--- config.mk ---
export PLATFORM = sky130hd
export DESIGN_NAME = i2cm_engine
export DESIGN_NICKNAME = d
export VERILOG_FILES = /design/src/rtl/i2cm_pkg.sv /design/src/rtl/i2cm_seq.sv /design/src/rtl/i2cm_regs.sv /design/src/rtl/i2cm_engine.sv
export SDC_FILE = /design/constraint.sdc
export NUM_CORES = 1
export LEC_CHECK = 0
export ABC_AREA = 1
export CAP_MARGIN = 40
export CORE_ASPECT_RATIO = 0.5
export CORE_MARGIN = 3
export CORE_UTILIZATION = 40
export CTS_BUF_LIST = sky130_fd_sc_hd__clkbuf_8
export DETAILED_ROUTE_END_ITERATION = 16
export DONT_BUFFER_PORTS = 1
export PLACE_DENSITY_LB_ADDON = 0.15
export SLEW_MARGIN = 40
export SYNTH_ARGS = -nofsm -noshare
export SYNTH_HDL_FRONTEND = slang
export SYNTH_HIERARCHICAL = 1
export SYNTH_SLANG_ARGS = --single-unit
--- constraint.sdc ---
create_clock -name clk -period 1.64 [get_ports clk]
set_input_delay 0 -clock clk [delete_from_list [all_inputs] [get_ports clk]]
set_output_delay 0 -clock clk [all_outputs]
set_load 0.01 [all_outputs]
--- src/rtl/i2cm_pkg.sv ---
package i2cm_pkg;
  localparam int CMD_W  = 16;
  localparam int STS_W  = 15;
  localparam int BYTE_W = 8;

  localparam int CB_START = 0;
  localparam int CB_TX    = 1;
  localparam int CB_RX    = 3;
  localparam int CB_RXL   = 4;
  localparam int CB_STOP  = 5;

  localparam int SB_TXOK  = 0;
  localparam int SB_TXERR = 1;
  localparam int SB_RXRDY = 2;
  localparam int SB_STOP  = 4;

  typedef enum logic [2:0] {
    OP_NONE  = 3'd0,
    OP_START = 3'd1,
    OP_SEND  = 3'd2,
    OP_RECV  = 3'd3,
    OP_STOP  = 3'd4
  } op_e;

  typedef enum logic [3:0] {
    LS_IDLE   = 4'd0,
    LS_ACTIVE = 4'd1,
    LS_START  = 4'd2,
    LS_TXD    = 4'd3,
    LS_RXD    = 4'd4,
    LS_STOP   = 4'd5
  } line_e;
endpackage

--- src/rtl/i2cm_seq.sv ---
module i2cm_seq
  import i2cm_pkg::*;
(
  input  logic             clk,
  input  logic             rst_n,
  input  logic [CMD_W-1:0] cmd,
  input  logic             rx_held,
  input  logic             ag_done,
  output logic             op_valid,
  output op_e              op_code,
  output logic             op_nack,
  output logic             fin,
  output op_e              fin_op,
  output line_e            line_st
);
  logic  busy_q, busy_n;
  op_e   cur_q, cur_n, pick;
  logic  nack_q, nack_n;
  line_e line_q, line_n;

  function automatic line_e busy_state(op_e o);
    case (o)
      OP_START: busy_state = LS_START;
      OP_SEND:  busy_state = LS_TXD;
      OP_RECV:  busy_state = LS_RXD;
      OP_STOP:  busy_state = LS_STOP;
      default:  busy_state = LS_IDLE;
    endcase
  endfunction

  // fixed service order; a held receive also blocks the stop behind it
  always_comb begin
    pick = OP_NONE;
    if (cmd[CB_START])                pick = OP_START;
    else if (cmd[CB_TX])              pick = OP_SEND;
    else if (cmd[CB_RX] | cmd[CB_RXL]) pick = rx_held ? OP_NONE : OP_RECV;
    else if (cmd[CB_STOP])            pick = OP_STOP;
  end

  always_comb begin
    busy_n = busy_q;
    cur_n  = cur_q;
    nack_n = nack_q;
    line_n = line_q;
    if (busy_q) begin
      if (ag_done) begin
        busy_n = 1'b0;
        line_n = (cur_q == OP_STOP) ? LS_IDLE : LS_ACTIVE;
      end
    end else if (pick != OP_NONE) begin
      busy_n = 1'b1;
      cur_n  = pick;
      nack_n = (pick == OP_RECV) & cmd[CB_RXL];
      line_n = busy_state(pick);
    end
  end

  always_ff @(posedge clk or negedge rst_n) begin
    if (!rst_n) begin
      busy_q <= 1'b0;
      cur_q  <= OP_NONE;
      nack_q <= 1'b0;
      line_q <= LS_IDLE;
    end else begin
      busy_q <= busy_n;
      cur_q  <= cur_n;
      nack_q <= nack_n;
      line_q <= line_n;
    end
  end

  assign op_valid = busy_q;
  assign op_code  = busy_q ? cur_q : OP_NONE;
  assign op_nack  = busy_q & nack_q;
  assign fin      = busy_q & ag_done;
  assign fin_op   = cur_q;
  assign line_st  = line_q;
endmodule

--- src/rtl/i2cm_regs.sv ---
module i2cm_regs
  import i2cm_pkg::*;
(
  input  logic              clk,
  input  logic              rst_n,
  input  logic              cmd_wr,
  input  logic              en_wr,
  input  logic              sts_wr,
  input  logic              dat_wr,
  input  logic [CMD_W-1:0]  wdata,
  input  logic              fin,
  input  op_e               fin_op,
  input  logic              ag_err,
  input  logic [BYTE_W-1:0] ag_rbyte,
  output logic [CMD_W-1:0]  cmd_q,
  output logic [STS_W-1:0]  sts_q,
  output logic [STS_W-1:0]  en_q,
  output logic [BYTE_W-1:0] rx_buf_q,
  output logic [BYTE_W-1:0] tx_byte_q,
  output logic              irq_q
);
  localparam logic [STS_W-1:0] KEEP_MASK = STS_W'(1) << SB_RXRDY;

  logic [CMD_W-1:0]  clr_mask, cmd_n;
  logic [STS_W-1:0]  set_bits, sts_base, sts_n;
  logic [BYTE_W-1:0] rx_buf_n;
  logic              rx_ld, irq_n;

  always_comb begin
    clr_mask = '0;
    set_bits = '0;
    if (fin) begin
      case (fin_op)
        OP_START: clr_mask[CB_START] = 1'b1;
        OP_SEND: begin
          clr_mask[CB_TX] = 1'b1;
          if (ag_err) set_bits[SB_TXERR] = 1'b1;
          else        set_bits[SB_TXOK]  = 1'b1;
        end
        OP_RECV: begin
          clr_mask[CB_RX]  = 1'b1;
          clr_mask[CB_RXL] = 1'b1;
          set_bits[SB_RXRDY] = ~ag_err;
        end
        OP_STOP: begin
          clr_mask[CB_STOP] = 1'b1;
          set_bits[SB_STOP] = 1'b1;
        end
        default: ;
      endcase
    end
  end

  always_comb begin
    cmd_n = (cmd_wr ? wdata : cmd_q) & ~clr_mask;
    if (cmd_wr)      sts_base = sts_q & KEEP_MASK;
    else if (sts_wr) sts_base = sts_q & ~wdata[STS_W-1:0];
    else             sts_base = sts_q;
    sts_n    = sts_base | set_bits;
    irq_n    = (irq_q & ~(sts_wr & (sts_n == '0))) | (|(set_bits & en_q));
    rx_ld    = fin & (fin_op == OP_RECV);
    rx_buf_n = ag_err ? {BYTE_W{1'b1}} : ag_rbyte;
  end

  always_ff @(posedge clk or negedge rst_n) begin
    if (!rst_n) begin
      cmd_q     <= '0;
      sts_q     <= '0;
      en_q      <= '0;
      rx_buf_q  <= '0;
      tx_byte_q <= '0;
      irq_q     <= 1'b0;
    end else begin
      cmd_q <= cmd_n;
      sts_q <= sts_n;
      irq_q <= irq_n;
      if (en_wr)  en_q      <= wdata[STS_W-1:0];
      if (rx_ld)  rx_buf_q  <= rx_buf_n;
      if (dat_wr) tx_byte_q <= wdata[BYTE_W-1:0];
    end
  end
endmodule

--- src/rtl/i2cm_engine.sv ---
module i2cm_engine
  import i2cm_pkg::*;
#(
  parameter int ADDR_W = 3
) (
  input  logic              clk,
  input  logic              rst_n,
  input  logic              reg_wr,
  input  logic [ADDR_W-1:0] reg_addr,
  input  logic [CMD_W-1:0]  reg_wdata,
  output logic [CMD_W-1:0]  reg_rdata,
  output logic              irq,
  output logic              op_valid,
  output logic [2:0]        op_code,
  output logic              op_nack,
  output logic [BYTE_W-1:0] op_wbyte,
  input  logic              op_done,
  input  logic              op_err,
  input  logic [BYTE_W-1:0] op_rbyte
);
  logic [CMD_W-1:0]  cmd_q;
  logic [STS_W-1:0]  sts_q, en_q;
  logic [BYTE_W-1:0] rx_buf_q, tx_byte_q;
  logic              fin, irq_q;
  op_e               fin_op, op_sel;
  line_e             line_st;

  i2cm_regs u_regs (
    .clk(clk), .rst_n(rst_n),
    .cmd_wr(reg_wr && reg_addr == ADDR_W'(0)),
    .en_wr (reg_wr && reg_addr == ADDR_W'(1)),
    .sts_wr(reg_wr && reg_addr == ADDR_W'(2)),
    .dat_wr(reg_wr && reg_addr == ADDR_W'(3)),
    .wdata(reg_wdata), .fin(fin), .fin_op(fin_op),
    .ag_err(op_err), .ag_rbyte(op_rbyte),
    .cmd_q(cmd_q), .sts_q(sts_q), .en_q(en_q),
    .rx_buf_q(rx_buf_q), .tx_byte_q(tx_byte_q), .irq_q(irq_q)
  );

  i2cm_seq u_seq (
    .clk(clk), .rst_n(rst_n), .cmd(cmd_q),
    .rx_held(sts_q[SB_RXRDY]), .ag_done(op_done),
    .op_valid(op_valid), .op_code(op_sel), .op_nack(op_nack),
    .fin(fin), .fin_op(fin_op), .line_st(line_st)
  );

  always_comb begin
    case (reg_addr)
      ADDR_W'(0): reg_rdata = cmd_q;
      ADDR_W'(1): reg_rdata = {1'b0, en_q};
      ADDR_W'(2): reg_rdata = {1'b0, sts_q};
      ADDR_W'(3): reg_rdata = {rx_buf_q, tx_byte_q};
      ADDR_W'(4): reg_rdata = CMD_W'(line_st);
      default:    reg_rdata = '0;
    endcase
  end

  assign op_code  = op_sel;
  assign op_wbyte = tx_byte_q;
  assign irq      = irq_q;
endmodule

**After elaboration in Yosys (flattened, before gate mapping)**

Index checks and enable logic that the tools add are counted.

- Register bits: 72
- Bits in latches: 0
- Bits in writable memories: 0
- Memory bits (read-only): 0
- Output and inout bits: 30
- Memories kept: 0

- $add $sub $neg: 0
- Multipliers: 0
- Div/mod/pow operators: 0
- $lt $le $gt $ge: 0
- Eq/ne operators: 13
- Shift operators: 0
- Muxes and demuxes: 31
- Bitwise gates (word level): 17
- Reduce and logical (&&, ||, !) cells: 11

Operators with widths:

| cell | number |
|---|---|
| $pmux W16 S5 | 1 |
| $mux W15 | 2 |
| $mux W3 | 7 |
| $eq A3 B2 Y1 const B | 6 |
| $and A16 B16 Y16 | 1 |
| $mux W16 | 1 |
| $not A6 Y16 | 1 |
| $and A15 B15 Y15 | 1 |
| $and A5 B15 Y15 | 1 |
| $logic_not A15 Y1 | 1 |
| $not A15 Y15 | 1 |
| $or A15 B5 Y15 | 1 |
| $reduce_or A15 Y1 | 1 |
| $mux W4 | 3 |
| $pmux W3 S4 | 1 |
| $mux W1 | 11 |
| $eq A3 B1 Y1 const B | 3 |
| $eq A3 B3 Y1 const B | 3 |
| $mux W2 | 4 |
| $mux W8 | 1 |
| $and A1 B1 Y1 | 6 |
| $logic_and A1 B1 Y1 | 4 |
| $reduce_and A2 Y1 | 2 |
| $logic_not A3 Y1 | 1 |
| other kinds (5) | 8 |

**Longest topological paths before layout**

- Word-level depth: 10
- Depth in mapped cells: 15

**By module**

Netlist, hierarchy kept.

Modules (own cells, without submodules):

| module | instances | cells an instance | area each (sq um) |
|---|---|---|---|
| i2cm_regs | 1 | 247 | 2591.2 |
| i2cm_engine | 1 | 127 | 666.9 |
| i2cm_seq | 1 | 63 | 496.7 |

**Worst setup path before layout**

No wires, ideal clock.

- Path type: input port to flip-flop
- Start point: input port reg_addr[0]
- End point: register u_regs.irq_q
- Arrival: 1.466 ns
- Data required time: 1.519 ns
- Path slack: 0.053 ns
- Stages: 14
- Path buffers: 4
- Cell sequence: buf_4 clkbuf_1 nor4_1 buf_6 inv_4 buf_8 nand3_2 nand2_1 nor2_1 nand2_1 nor2_1 nand2_1 nand2_1 nand2_1

- Cells in the longest elaborated chain, start to end: 10

RTL lines:

| item | RTL line | source |
|---|---|---|
| from (decl) | i2cm_engine.sv:9 | `input logic [ADDR_W-1:0] reg_addr,` |
| $eq A3 B2 Y1 | i2cm_engine.sv:32 | `.sts_wr(reg_wr && reg_addr == ADDR_W'(2)),` |
| $logic_and A1 B1 Y1 | i2cm_engine.sv:32 |  |
| $mux W15 | i2cm_regs.sv:57 | `else if (sts_wr) sts_base = sts_q & ~wdata[STS_W-1:0];` |
| $mux W15 | i2cm_regs.sv:56 | `if (cmd_wr) sts_base = sts_q & KEEP_MASK;` |
| $or A15 B5 Y15 | i2cm_regs.sv:59 | `sts_n = sts_base \| set_bits;` |
| $logic_not A15 Y1 | i2cm_regs.sv:60 | `irq_n = (irq_q & ~(sts_wr & (sts_n == '0))) \| (\|(set_bits & en_q));` |
| $and A1 B1 Y1 * | i2cm_regs.sv:60 |  |
| $not A1 Y1 * | i2cm_regs.sv:60 |  |
| $and A1 B1 Y1 * | i2cm_regs.sv:60 |  |
| $or A1 B1 Y1 * | i2cm_regs.sv:60 |  |
| named net u_regs.irq_n | i2cm_regs.sv:27 | `logic rx_ld, irq_n;` |
| to (signal assigned) | i2cm_regs.sv:76 | `irq_q <= irq_n;` |
| to (decl) | i2cm_regs.sv:20 | `output logic irq_q` |

The timed path passes the listed nets; every way through them passes the cells marked *.
A chain may end at the register's enable or synchronous reset.

**Final worst setup path**

- Start point: register u_seq.busy_q (netlist: u_seq/op_valid)
- End point: register u_regs.irq_q

- Cells in the longest elaborated chain, start to end: 8

RTL lines:

| item | RTL line | source |
|---|---|---|
| from (decl) | i2cm_seq.sv:16 | `logic busy_q, busy_n;` |
| from (signal assigned) | i2cm_seq.sv:65 | `busy_q <= busy_n;` |
| $and A1 B1 Y1 | i2cm_seq.sv:75 | `assign fin = busy_q & ag_done;` |
| named net fin | i2cm_engine.sv:24 | `logic fin, irq_q;` |
| $mux W3 | i2cm_regs.sv:32 | `if (fin) begin` |
| $or A15 B5 Y15 | i2cm_regs.sv:59 |  |
| named net u_regs.sts_n[2] | i2cm_regs.sv:25 | `logic [STS_W-1:0] set_bits, sts_base, sts_n;` |
| $logic_not A15 Y1 | i2cm_regs.sv:60 |  |
| $and A1 B1 Y1 | i2cm_regs.sv:60 |  |
| $not A1 Y1 | i2cm_regs.sv:60 |  |
| $and A1 B1 Y1 | i2cm_regs.sv:60 |  |
| $or A1 B1 Y1 | i2cm_regs.sv:60 |  |
| named net u_regs.irq_n | i2cm_regs.sv:27 |  |

The timed path passes the listed nets, and every way through them passes these cells.

==> flow_summary.ini <==
[status]
status = finished clean

[synth]
ys_ff_latch = 71
synthArstFlopShare_pct = 100.0
yosysTopAreaCellShare_pct = 47.32
yosysMostFrequentCell = nand2_1
synth_area_leader_cell = dfrtp_1
yosysWarnings = 6
synth-edff-count = 0
synth_common_cells = nand2_1, dfrtp_1, inv_1, nand4_1, nand3_1
synth_seq_area_share_pct = 47.32
synth_cell_types = 35
ys_top_cells_by_area = dfrtp_1, nand2_1, nand4_1, mux2_2, inv_1
synthCells = 437
syn_nets = 469
synth_area_per_cell_sq_um = 8.592
ys.flop_type = dfrtp_1
netlist_area_sq_mm = 0.003755

[critical_path]
critPathKind = reg -> reg
start_kind = flop
r2r-start = u_seq/op_valid
reg2reg_to = u_regs/irq_q
end_kind = flop
arrival_ns = 1.68
r2r_setup_slack_ns = 0.19
required_ns = 1.87
cp_max_fo = 5
ff2ff_path_depth = 12

[layout]
utilization_pct = 49.02
syn_to_final_growth_pct = 16.43
antenna_cells = 0
fillers = 885
layout-drive-gt1-share_pct = 17.23
nets = 498

[power]
p_leak_nw = 2.153
pwr-share-seq_pct = 45.8
p_sw_w = 0.002017
power_density_mw_per_mm2 = 1317
p_comb_share_pct = 27.0
p_clk_share_pct = 27.2
switching_share_pct = 35.02
ir_worst_vdd_uv = 402.4
p_int_w = 0.003742

[floorplan]
start_util_pct = 42.10
num_rows = 24
design.portCount = 62
core_area_sq_mm = 0.008919
fp.dieH_microns = 74.51
dieArea_sq_mm = 0.01066
die_x_microns = 143.0

[clock_tree]
tritoncts = built
cts_root_buf = clkbuf_8
clk_pin_slew_ns = 0.08
htree_levels = 3
cts_buffer_depth = 2
cts_setup_buffers = 0
cts_made_buffers = 9
clkSinkCount = 71
cts_resized = 0
insertion_delay_ns = 0.36

[drt]
wl_met3_microns = 758
first_pass_iters = 5
final_antenna_net_count = 0
met2_wirelength_microns = 4346
vias = 3067
drt_iter0_markers = 168
wl_per_cell_microns = 17.21
wl_met1_microns = 4913
wl_microns = 10100
vias_per_cell = 5.225
drc = 0
top_layer = met4

[sta]
finClkSkew_ns = 0.008999
period_share_pct = 88.32
hold_viol = 0
clock.fmax_mhz = 690.4
rsz0062_at_grt = no
finalSetupViolCount = 0
finalCriticalPeriod_ns = 1.448
final.setup.tns_ns = 0
drv_slew = 0

[min_path]
hold_path.class = in -> reg
hold_start = reg_addr[2]
min_path_cells = 4
worstHoldEndpoint = u_regs/cmd_q[7]

[global_route]
grt.total_usage_pct = 20.36
grt_pass1_vias = 3067
grt_max_degree = 72
antenna_found_initial = 0
grt-ovfl-total = 0
grt_pass1_wl_microns = 16330

[job]
cap_violations = 0

[placed_design]
dp_hpwl_microns = 6864
gp_congestion = 0.8113
port_buffers = 0
==> worst max-delay path: stages (launching register included) <==
cell and delay [ns]:
dfrtp_1 0.38, nand2_1 0.14, inv_1 0.09, nand2_1 0.07, inv_1 0.07, nand3_2 0.13, nand2_1 0.09, inv_1 0.07
nand2_1 0.04, nor2_1 0.09, nand2_1 0.06, nand2_1 0.05, nand2_1 0.05
==> kinds of logic (layout without fill, tap and decap cells) <==
group	after synthesis	after routing	share of synthesized area (%)
multiplexers	19	19	5.698
AND/OR/NAND/NOR	241	241	32.12
AO/OA/AOI/OAI	29	29	5.032
flip-flops	71	71	47.32
buffers and inverters	76	109	9.730
other	1	1	0.09987
==> metrics by stage <==
step / area [sq um] / setup slack, ns / power (W) / hold slack (ns) / cells
after detailed placement: 3854 / 0.1865 / 0.004119 / -0.2940 / 544
after floorplan: 3755 / 0.05284 / 0.003751 / -0.2956 / 437
final: 4372 / 0.1916 / 0.005758 / 0.05143 / 587
after CTS: 4372 / 0.1886 / 0.005830 / 0.02682 / 587
after global placement: 3854 / 0.2350 / 0.004107 / -0.2942 / 544
after global routing: 4372 / 0.008630 / 0.006183 / 0.03066 / 587
==> power groups by stage <==
| stage | Sequential, W | Clock [W] | Combinational, W |
|---|---|---|---|
| CTS | 0.00264 | 0.00162 | 0.00157 |
| global placement | 0.00267 | 0 | 0.00144 |
| floorplan | 0.00257 | 0 | 0.00118 |
| global route | 0.00271 | 0.00170 | 0.00178 |
| detailed placement | 0.00267 | 0 | 0.00145 |
| finish | 0.00264 | 0.00157 | 0.00156 |
==> layout make-up <==
cell class	count	area, sq um	area share, %
Timing Repair Buffer	43	410.4	9.388
Multi-Input combinational cell	290	1619	37.03
Inverter	51	198.9	4.551
Sequential cell	71	1777	40.64
Clock inverter	5	82.58	1.889
Tap cell	117	146.4	3.349
Clock buffer	10	137.6	3.148
==> cell usage in the layout (no fill, tap or decap), types with 4 or more instances in the layout <==
cell type      synthesis  layout
a21oi_1                6       6
buf_4                  5      15
clkbuf_8               0      10
dfrtp_1               71      71
dlygate4sd3_1          0      27
inv_1                 45      45
mux2_2                19      19
nand2_1              123     123
nand3_1               29      29
nand3_2               15      15
nand4_1               41      41
nor2_1                18      18
nor2_2                 4       4
nor3_1                 4       4
o21ai_0                7       7
o22a_1                 8       8
==> flip-flops by register name (all words and copies together) (netlist names) <==
name	count
u_regs/rx_buf_q	8
u_regs/sts_q	15
u_regs/cmd_q	16
u_regs/tx_byte_q	8
u_regs/irq_q	1
u_seq/op_valid	1
u_seq/fin_op	3
u_regs/en_q	15
u_seq/nack_q	1
u_seq/line_st	3
==> worst max-delay path by stage <==
stage	from	end
5_1_grt	u_seq/op_valid	u_regs/irq_q
3_3_place_gp	reg_addr[1]	u_regs/irq_q
2_1_floorplan	reg_addr[0]	u_regs/irq_q
3_5_place_dp	reg_addr[1]	u_regs/irq_q
4_1_cts	u_seq/op_valid	u_regs/irq_q
6_report	u_seq/op_valid	u_regs/irq_q
==> timing repair <==
| action | 4_1_cts | 5_1_grt |
|---|---|---|
| hold buffers | 28 | 0 |
| endpoints found under the hold margin | 138 | 0 |
| setup endpoints to repair | 0 | 0 |
==> metal layers <==
| metal | vias to the layer above | track usage [%] |
|---|---|---|
| met1 | 1457 | 28.81 |
| met4 | 0 | 4.742 |
| li1 | 1510 | - |
| met3 | 7 | 8.221 |
| met5 | - | 0 |
| met2 | 93 | 29.42 |
(Power assumes the default switching activity.)
